`config.mk`:
```
export PLATFORM = sky130hd
export DESIGN_NAME = serialResultTx
export DESIGN_NICKNAME = d
export VERILOG_FILES = /design/src/rtl/srtPkg.sv /design/src/rtl/srtCtrl.sv /design/src/rtl/srtShift.sv /design/src/rtl/serialResultTx.sv
export SDC_FILE = /design/constraint.sdc
export NUM_CORES = 1
export LEC_CHECK = 0
export ABC_AREA = 1
export BUFFER_PORTS_ARGS = -buffer_cell sky130_fd_sc_hd__clkbuf_2
export CAP_MARGIN = 20
export CORE_ASPECT_RATIO = 1.2
export CORE_MARGIN = 8
export CORE_UTILIZATION = 33
export CTS_BUF_LIST = sky130_fd_sc_hd__clkbuf_4 sky130_fd_sc_hd__clkbuf_8
export CTS_CLUSTER_SIZE = 8
export DETAILED_ROUTE_END_ITERATION = 16
export GPL_ROUTABILITY_DRIVEN = 0
export PLACE_DENSITY = 0.61
export SLEW_MARGIN = 30
export SYNTH_ARGS = -nofsm -noshare
export SYNTH_HDL_FRONTEND = slang
export SYNTH_SLANG_ARGS = --single-unit
```
`constraint.sdc`:
```
create_clock -name clk -period 1.7 [get_ports clk]
set_input_delay 0.085 -clock clk [delete_from_list [all_inputs] [get_ports clk]]
set_output_delay 0.085 -clock clk [all_outputs]
set_load 0.01 [all_outputs]
```
`src/rtl/srtPkg.sv`:
```
package srtPkg;
  typedef struct packed {
    logic load;   // capture result and pad bits
    logic shift;  // advance to the next bit on a rising serial edge
    logic drive;  // frame active: data line may be pulled low
  } srtCmd_t;
endpackage

```
`src/rtl/srtCtrl.sv`:
```
module srtCtrl
  import srtPkg::*;
#(
  parameter int FRAME_BITS = 16
) (
  input  logic    clk,
  input  logic    rstN,
  input  logic    startReq,
  input  logic    contMode,
  output srtCmd_t cmd,
  output logic    sclkLowQ,
  output logic    activeQ
);
  localparam int CNT_W = $clog2(FRAME_BITS + 1);
  localparam logic [CNT_W-1:0] LAST = CNT_W'(FRAME_BITS);

  logic             pendQ;
  logic [CNT_W-1:0] fallCnt;
  logic             running, accept, fallNow, riseNow, lastBit;

  always_comb begin
    running = contMode || activeQ;
    // in continuous mode wait until the next edge is a rise
    accept  = (startReq || pendQ) && !activeQ && (!contMode || sclkLowQ);
    fallNow = activeQ && !sclkLowQ;
    riseNow = activeQ && sclkLowQ;
    lastBit = (fallCnt == LAST);
    cmd.load  = accept;
    cmd.shift = riseNow && !lastBit;
    cmd.drive = activeQ;
  end

  always_ff @(posedge clk or negedge rstN) begin
    if (!rstN) begin
      sclkLowQ <= 1'b0;
      activeQ  <= 1'b0;
      pendQ    <= 1'b0;
      fallCnt  <= '0;
    end else begin
      sclkLowQ <= running ? !sclkLowQ : 1'b0;
      if (accept) begin
        activeQ <= 1'b1;
        pendQ   <= 1'b0;
        fallCnt <= '0;
      end else begin
        if (riseNow && lastBit) activeQ <= 1'b0;
        if (startReq && !activeQ) pendQ <= 1'b1;
        if (fallNow) fallCnt <= fallCnt + 1'b1;
      end
    end
  end

  // frame ends only after the full count of falling edges
  a_r4_end_after_count: assert property (@(posedge clk) disable iff (!rstN)
    $fell(activeQ) |-> fallCnt == LAST);
  a_r4_count_bounded: assert property (@(posedge clk) disable iff (!rstN)
    fallCnt <= LAST);
  // half-rate toggling inside a frame
  a_r5_toggle_in_frame: assert property (@(posedge clk) disable iff (!rstN)
    (activeQ && $past(activeQ)) |-> !$stable(sclkLowQ));
  // clock released while idle in non-continuous mode
  a_r6_idle_released: assert property (@(posedge clk) disable iff (!rstN)
    (!$past(activeQ) && !$past(contMode)) |-> !sclkLowQ);
  // continuous mode keeps the clock running
  a_r7_cont_toggle: assert property (@(posedge clk) disable iff (!rstN)
    $past(contMode) |-> !$stable(sclkLowQ));
  // non-continuous start taken on the next edge
  a_r10_noncont_start: assert property (@(posedge clk) disable iff (!rstN)
    (startReq && !activeQ && !contMode) |=> activeQ);
endmodule

```
`src/rtl/srtShift.sv`:
```
module srtShift
  import srtPkg::*;
#(
  parameter int RESULT_BITS = 14,
  parameter int FRAME_BITS  = 16
) (
  input  logic                   clk,
  input  logic                   rstN,
  input  srtCmd_t                cmd,
  input  logic [RESULT_BITS-1:0] resultIn,
  output logic                   sdataLow
);
  localparam int PAD_BITS = FRAME_BITS - RESULT_BITS;

  logic [FRAME_BITS-1:0] shreg;

  always_ff @(posedge clk or negedge rstN) begin
    if (!rstN) shreg <= '0;
    else if (cmd.load) shreg <= {{PAD_BITS{1'b0}}, resultIn};
    else if (cmd.shift) shreg <= {shreg[FRAME_BITS-2:0], 1'b0};
  end

  assign sdataLow = cmd.drive && !shreg[FRAME_BITS-1];

  // a freshly loaded frame begins with a pad zero
  a_r1_pad_first: assert property (@(posedge clk) disable iff (!rstN)
    $past(cmd.load) |-> !shreg[FRAME_BITS-1]);
endmodule

```
`src/rtl/serialResultTx.sv`:
```
module serialResultTx
  import srtPkg::*;
#(
  parameter int RESULT_BITS = 14,
  parameter int FRAME_BITS  = 16
) (
  input  logic                   clk,
  input  logic                   rstN,
  input  logic                   startReq,
  input  logic [RESULT_BITS-1:0] resultIn,
  input  logic                   contMode,
  output logic                   sclkLow,
  output logic                   sdataLow,
  output logic                   strobeLow
);
  srtCmd_t cmd;
  logic    sclkLowQ, activeQ;

  srtCtrl #(.FRAME_BITS(FRAME_BITS)) uCtrl (
    .clk(clk), .rstN(rstN), .startReq(startReq), .contMode(contMode),
    .cmd(cmd), .sclkLowQ(sclkLowQ), .activeQ(activeQ)
  );

  srtShift #(.RESULT_BITS(RESULT_BITS), .FRAME_BITS(FRAME_BITS)) uShift (
    .clk(clk), .rstN(rstN), .cmd(cmd), .resultIn(resultIn), .sdataLow(sdataLow)
  );

  assign sclkLow   = sclkLowQ;
  assign strobeLow = activeQ;

  // data moves only with a rising serial clock or a frame boundary
  a_r2_data_on_rise: assert property (@(posedge clk) disable iff (!rstN)
    !$stable(sdataLow) |-> ($fell(sclkLow) || !$stable(strobeLow)));
  // the strobe never starts on a falling serial edge
  a_r3_strobe_no_fall: assert property (@(posedge clk) disable iff (!rstN)
    $rose(strobeLow) |-> !sclkLow);
  // data released whenever the strobe is released
  a_r11_data_released: assert property (@(posedge clk) disable iff (!rstN)
    !strobeLow |-> !sdataLow);
endmodule

```
# Yosys cells after proc, flatten, opt, wreduce, memory -nomap -nowiden

Index checks and enable logic that the tools add are counted.

Bits in registers: 24
Input port bits: 18
Output and inout bits: 3
Word-level logic and storage cells: 36

Add/subtract/negate cells: 1
Equal/unequal tests: 1
Muxes and demuxes: 9
Reductions and logical operators: 20

Operators with widths:

| operator            | count |
|---|---|
| $mux 16             | 2 |
| $mux 5              | 2 |
| $logic_and 1x1->1   | 8 |
| $reduce_bool 2->1   | 4 |
| $add 5x1->5 const B | 1 |
| $eq 5x5->1 const B  | 1 |
| $logic_not 1->1     | 5 |
| $mux 1              | 5 |
| $logic_or 1x1->1    | 3 |

# Longest topological paths before layout

Gate-level depths: netlist of run 1.

Depth after elaboration: 5
Gate-level depth with buffers: 11
Mapped depth without buffers: 10

# Cells and area by module

A second synthesis of run 1 with hierarchy kept.

Cells, all modules: 147
Area total of the unflattened synthesis: 1,199.9 um2

By module, submodules not included:

| module   | instances | cells each | area an instance (um2) | seq. area each (um2) |
|---|---|---|---|---|
| srtShift | 1         | 90         | 764.5                  | 400.4 |
| srtCtrl  | 1         | 57         | 435.4                  | 200.2 |

# Worst setup path after synthesis of run 1

Ideal clock, no wire load.

Kind: flip-flop to flip-flop
From: reg uCtrl.fallCnt[0]
To: reg uShift.shreg[0]
Setup time: 0.116 ns
Data arrival time: 1.182 ns
Required time: 1.584 ns
Path slack: 0.402 ns
Stages on the path, launching flop included: 12
Path buffers: 1
Period minus slack after synthesis: 1.298 ns
Path through: dfrtp_1 inv_1 ha_1 nand2_1 clkinv_1 nand2_4 nand2_4 nand2_4 inv_4 buf_12 nand2_2 nand2_1

Cells in the longest elaborated chain, start to end: 4

Ends and longest elaborated chain:

| element                            | RTL line       | text |
|---|---|---|
| from (decl)                        | srtCtrl.sv:18  | `logic [CNT_W-1:0] fallCnt;` |
| from (signal assigned)             | srtCtrl.sv:48  | `if (fallNow) fallCnt <= fallCnt + 1'b1;` |
| $eq 5x5->1                         | srtCtrl.sv:27  | `lastBit = (fallCnt == LAST);` |
| $logic_not 1->1                    | srtCtrl.sv:29  | `cmd.shift = riseNow && !lastBit;` |
| $logic_and 1x1->1                  | srtCtrl.sv:29  |  |
| $reduce_bool 2->1 (no source line) | -              |  |
| to (signal assigned)               | srtShift.sv:19 | `else if (cmd.load) shreg <= {{PAD_BITS{1'b0}}, resultIn};` |
| to (signal assigned)               | srtShift.sv:20 | `else if (cmd.shift) shreg <= {shreg[FRAME_BITS-2:0], 1'b0};` |
| to (decl)                          | srtShift.sv:15 | `logic [FRAME_BITS-1:0] shreg;` |

Every way passes these cells.
A chain may end at the register's enable or synchronous reset.

# Worst setup path in the final report of run 1

From: reg uCtrl.fallCnt[0]
To: reg uShift.shreg[4]

Same word-level chain as after synthesis.

==> results of run 1 <==
cell type report:
cell class	count	area [sq um]	share of cell area, %
sequential	24	601	39.8
multi-input combinational	114	557	36.9
timing repair buffer	23	125	8.29
inverter	27	104	6.88
tap	54	67.6	4.48
clock buffer	4	55.1	3.65
worst max-delay path: stages, from the launching register on:
cell	delay, ns
dfrtp_1	0.36
inv_1	0.08
ha_1	0.19
nand2_1	0.06
clkinv_1	0.11
nand2_4	0.16
nand2_4	0.08
nand2_4	0.07
inv_4	0.10
nand2_1	0.07
nand2_1	0.05
through the flow:
| step | util, % | power, mW | setup WS (ns) |
|---|---|---|---|
| after floorplan | - | 1.84 | 0.402 |
| after global placement | 37.2 | 1.99 | 0.319 |
| after detailed placement | 37.2 | 2.01 | 0.266 |
| after CTS | 38.9 | 2.41 | 0.263 |
| after global routing | 38.9 | 2.61 | 0.101 |
| final | 38.9 | 2.37 | 0.274 |
kinds of logic (layout without fill, tap and decap cells):
family / after synthesis / in the layout / synth area share, %
AND/OR/NAND/NOR: 106 / 106 / 38.2
buffers and inverters: 33 / 54 / 11.9
flip-flops: 24 / 24 / 45.7
AO/OA/AOI/OAI: 6 / 6 / 2.29
adder cells (fa/ha/maj): 2 / 2 / 1.90
sequential cells by signal, summed over array words and instances, names as in the netlist:
| register | flops |
|---|---|
| uShift.shreg | 16 |
| uCtrl.fallCnt | 5 |
| uCtrl.activeQ | 1 |
| uCtrl.pendQ | 1 |
| uCtrl.sclkLowQ | 1 |
power groups by stage:
| stage | registers [mW] | clock network (mW) | logic, mW |
|---|---|---|---|
| after floorplan | 0.942 | 0 | 0.901 |
| after global placement | 0.972 | 0 | 1.02 |
| after detailed placement | 0.976 | 0 | 1.03 |
| after CTS | 0.963 | 0.406 | 1.04 |
| after global routing | 0.994 | 0.429 | 1.19 |
| final | 0.965 | 0.388 | 1.01 |
layout by cell type (no fill, tap or decap):
| cell | n |
|---|---|
| nor2_1 | 6 |
| nand2_1 | 53 |
| nand4_1 | 2 |
| nor2_4 | 1 |
| buf_4 | 2 |
| clkbuf_2 | 20 |
| o21ai_0 | 3 |
| dfrtp_1 | 24 |
| nand3_2 | 1 |
| clkinv_1 | 1 |
| a21oi_1 | 2 |
| inv_1 | 24 |
| o21ai_1 | 1 |
| nor3_1 | 1 |
| inv_4 | 1 |
| nand2_2 | 10 |
| nand3_1 | 29 |
| dlygate4sd3_1 | 1 |
| nand2_4 | 3 |
| clkbuf_8 | 4 |
| ha_1 | 2 |
| inv_2 | 1 |
path summary, 6_finish.rpt:
kind / from / end / slack, ns / cells past startpoint
setup / recovery: uCtrl.fallCnt[0] / uShift.shreg[4] / 0.27 / 10
hold / removal: resultIn[0] / uShift.shreg[0] / 0.02 / 3
setup reg to reg: uCtrl.fallCnt[0] / uShift.shreg[4] / 0.27 / 10
hold reg to reg: uShift.shreg[3] / uShift.shreg[3] / 0.48 / 2
max in group asynchronous: rstN / uShift.shreg[14] / 0.95 / 2
min in group asynchronous: rstN / uShift.shreg[10] / 0.35 / 2
per-layer routing:
layer	GRT usage, %	wire length [microns]	vias to the layer above	part of all wire (%)
li1	-	-	565	-
met1	10.9	1140	489	43
met2	15.6	1310	19	50
met3	2.59	150	2	5.7
met4	3.83	23	0	0.88
met5	0	0	-	0
==> impl_metrics.toml, run 1 <==
[drt]
drt_wl_total_microns = 2630
firstDrtPassIters = 4
dr_total_vias = 1075
viasPerCell = 4.37
drc = 0
drtIter0Drc = 34
post_drt_wl_per_cell_microns = 10.7
final_antenna_net_count = 0

[synth]
syn_avg_cell_area_sq_um = 7.68
syn-num-nets = 191
syn_area_sq_mm = 0.00131
ys_types = 21
synth.area.top_cells = "dfrtp_1 46%, nand2_1 15%, nand3_1 11%, inv_1 6.9%, nand2_2 4.8%"
synth-seq-cells = 24
yosysSeqAreaShare_pct = 45.7
async_flop_share_pct = 100
synth_edf_count = 0
synthCells = 171
synth_top_area_share_pct = 45.7
yosysTopAreaCell = "dfrtp_1"
ys_warn_count = 0
yosysMostFrequentCell = "nand2_1"
yosys-top-cells-count = "53 x nand2_1, 29 x nand3_1, 24 x dfrtp_1, 24 x inv_1, 10 x nand2_2"
ys.flop_type = "dfrtp_1"

[die]
num_io_pins = 21
initial_core_util_pct = 33.9
coreArea_sq_mm = 0.00388
die_x_microns = 73.6
rows = 25
dieArea_sq_mm = 0.00626
die_h_microns = 85.1

[timing]
final_max_slew_viol_count = 0
final.min_clock_period_ns = 1.43
slew_headroom_pct = 59.6
fin_crit_sh_pct = 83.9
tightest_slew_ns = 0.607
rsz0062_at_grt = "no"
fin_tns_setup_ns = 0
finalSetupViolCount = 0
max_freq_mhz = 701
timing.hold.ws_ns = 0.0234
finalHoldViolCount = 0
finClkSkew_ns = 0.00138

[critical_path]
crit_fanout = 14
worstPathRequired_ns = 1.86
cp-end-kind = "flop"
cp.arrival_ns = 1.58
setup.worst_path.start_class = "flop"
critPathKind = "flop to flop"

[job]
drv_cap = 0

[clock_tree]
cts_root_buffer = "clkbuf_8"
numCtsBuffers = 3
cts_tree = "yes"
postCtsSetupBuffers = 0
ctsHoldBuffers = 1
cts.sinks = 24
clk_latency_ns = 0.26
cts_resized = 0
clockBufferDepth = 2
h-tree-depth = 1
path_clk_slew_ns = 0.09

[place]
dp_cells = 241
hpwl_microns = 2060
placed_area_sq_mm = 0.00144
port_buffers = 20

[grt]
antenna_found_initial = 0
grt_overflow = 0
grt_usage_pct = 9.39
grt_max_degree = 25
grt_pass1_wl_microns = 4700
grt_pass1_vias = 1055

[cells_and_area]
num_antenna_cells = 0
syn2layout_area_growth_pct = 14.9
fill_cells = 421
drive_above_1_share_pct = 22.4
final_cells = 246
final_area_sq_mm = 0.00151
fin_nets = 213

[power_and_ir_drop]
p_int_mw = 1.35
peakVddDrop_v = 0.000430
seqPwrFrac_pct = 40.8
leakage_nw = 0.871
power_density_mw_per_mm2 = 1570
power.net_switching_mw = 1.01
switching_share_pct = 42.8
clockPowerShare_pct = 16.4
p_comb_share_pct = 42.8

[outcome]
status = "finished, final reports clean"

[min_path]
hp-class = "input pin to flop"
Power figures use the tool's default switching activity.
==> run 2: changes to the inputs <==
- PLACE_DENSITY: 0.61 -> 0.63
- clock period: 1.7 -> 1.28 ns (I/O delays scaled with it)
==> run 2 against run 1 <==
Clock power increased by 37%. Fmax increased by 13%. Count of clock-buffer cells in the layout unchanged. Design area increased by 17%. Utilization increased by 6.6 points. Sequential cell count unchanged. Wire length increased by 17%. Highest routed layer unchanged.
==> impl_metrics.toml, run 2 (same netlist as run 1, synthesis figures left out) <==
[outcome]
status = "finished, final reports clean"

[drt]
drc = 0
dr_total_vias = 1161
final_antenna_net_count = 0
viasPerCell = 4.41
drtIter0Drc = 39
firstDrtPassIters = 5
drt_wl_total_microns = 3070
post_drt_wl_per_cell_microns = 11.7

[place]
port_buffers = 20
pre_cts_slack_ns = -0.0324
hpwl_microns = 2140

[die]
die_h_microns = 85.1
initial_core_util_pct = 33.9
rows = 25
die_x_microns = 73.6
coreArea_sq_mm = 0.00388
dieArea_sq_mm = 0.00626
num_io_pins = 21

[clock_tree]
clk_latency_ns = 0.27
h-tree-depth = 1
numCtsBuffers = 3
cts.sinks = 24
cts_tree = "yes"
clockBufferDepth = 2
cts_root_buffer = "clkbuf_8"
path_clk_slew_ns = 0.09

[cells_and_area]
drive_above_1_share_pct = 37.8
fill_cells = 406
largest_reg_flops = 16
fin_nets = 230
final_cell_mix = "46 x nand2_1, 24 x dfrtp_1, 22 x inv_1, 22 x nand3_1, 20 x clkbuf_2"
syn2layout_area_growth_pct = 34.4
multi_input_area_sq_um = 648
final-seq-area_sq_um = 601
final_common_cell = "nand2_1"
largestRegisters = "uShift.shreg: 16 flops, uCtrl.fallCnt: 5 flops"
top_register = "uShift.shreg"
num_antenna_cells = 0

[power_and_ir_drop]
leakage_nw = 0.983
power_density_mw_per_mm2 = 2200
finalPower_mw = 3.88
peakVddDrop_v = 0.000979

[critical_path]
cp-end-kind = "flop"
crit_fanout = 6
critPathKind = "flop to flop"
worstPathRequired_ns = 1.45
crit_slowest_cell = "dfrtp_1"
setup.worst_path.start_class = "flop"
crit_chain = "inv_2, ha_4, nand2_4, inv_4, nand2_4, buf_6, nand3_2, nand2_1, inv_1, nand2_1"
cp.arrival_ns = 1.43
cp_slowest_stage_delay_ns = 0.40

[grt]
grt_usage_pct = 9.75
antenna_found_initial = 0
grt_overflow = 0
grt_max_degree = 25
grt_pass1_wl_microns = 4820
grt_pass1_vias = 1094

[timing]
tightest_slew_ns = 0.615
final.min_clock_period_ns = 1.26
max_freq_mhz = 794
final_max_slew_viol_count = 0
slew_headroom_pct = 59.0
fin_crit_sh_pct = 98.5
finalHoldViolCount = 0
finClkSkew_ns = 0.00258
finalSetupViolCount = 0
fin_ws_ns = 0.0198
rsz0062_at_grt = "yes"

[min_path]
hp-class = "input pin to flop"

[job]
drv_cap = 0
==> run 2: cell types whose count changed in the layout (fill, tap and decap cells not counted), moves of 3 or more <==
| cell | before | now |
|---|---|---|
| nand2_2 | 10 | 16 |
| buf_6 | 0 | 3 |
| nand3_2 | 1 | 7 |
| buf_4 | 2 | 13 |
| nand2_1 | 53 | 46 |
| nand3_1 | 29 | 22 |
==> run 2: layout make-up <==
cell class | count | area share (%)
Sequential cell | 24 | 34.0
Tap cell | 54 | 3.83
Timing Repair inverter | 1 | 0.496
Clock buffer | 4 | 3.12
Inverter | 27 | 6.59
Multi-Input combinational cell | 114 | 36.7
Timing Repair Buffer | 39 | 15.2
==> run 2: through the flow <==
step	hold slack [ns]	TNS, ns	utilization, %	instance area, sq um	std cells
final	0.000521	0	45.5	1770	263
after global routing	0.0233	-0.569	45.5	1770	263
after CTS	0.00584	0	41.3	1600	256
after detailed placement	0.114	-0.163	39.3	1530	250
after global placement	0.109	-0.00194	39.3	1530	250
after floorplan	-0.232	0	-	1320	171
==> run 2: worst paths after layout <==
kind / startpoint / to / slack (ns) / cells past startpoint
min: resultIn[0] / uShift.shreg[0] / 0.0005 / 3
max in group asynchronous: rstN / uShift.shreg[3] / 0.55 / 2
min in group asynchronous: rstN / uShift.shreg[9] / 0.33 / 2
max reg2reg: uCtrl.fallCnt[0] / uShift.shreg[12] / 0.02 / 10
max: uCtrl.fallCnt[0] / uShift.shreg[12] / 0.02 / 10
min reg2reg: uShift.shreg[5] / uShift.shreg[5] / 0.49 / 2
==> run 2: what timing repair did <==
action | CTS | global route
gates resized for setup | 1 | 29
hold buffers | 1 | 0
setup buffers | 1 | 6
endpoints found under the hold margin | 24 | 0
setup endpoints to repair | 14 | 18
pin swaps | 0 | 7
cloned | 0 | 1
==> run 2: routing by layer <==
layer  vias up  wire length, microns  GRT usage (%)
li1        603                     -              -
met2        17                  1540           16.4
met3         5                   112           2.00
met4         0                    69           4.92
met5         -                     0              0
met1       536                  1340           11.2
==> run 2: critical path, delay by kind of cell, from the launching register on <==
kind          cells  cell delay [ns]
flops             1             0.40
buf+inv           4             0.34
simple gates      5             0.28
fa+ha+maj         1             0.14
==> run 2: power breakdown <==
| group | switching (mW) | internal [mW] |
|---|---|---|
| sequential | 0.243 | 1.05 |
| clock | 0.255 | 0.275 |
| combinational | 1.16 | 0.891 |
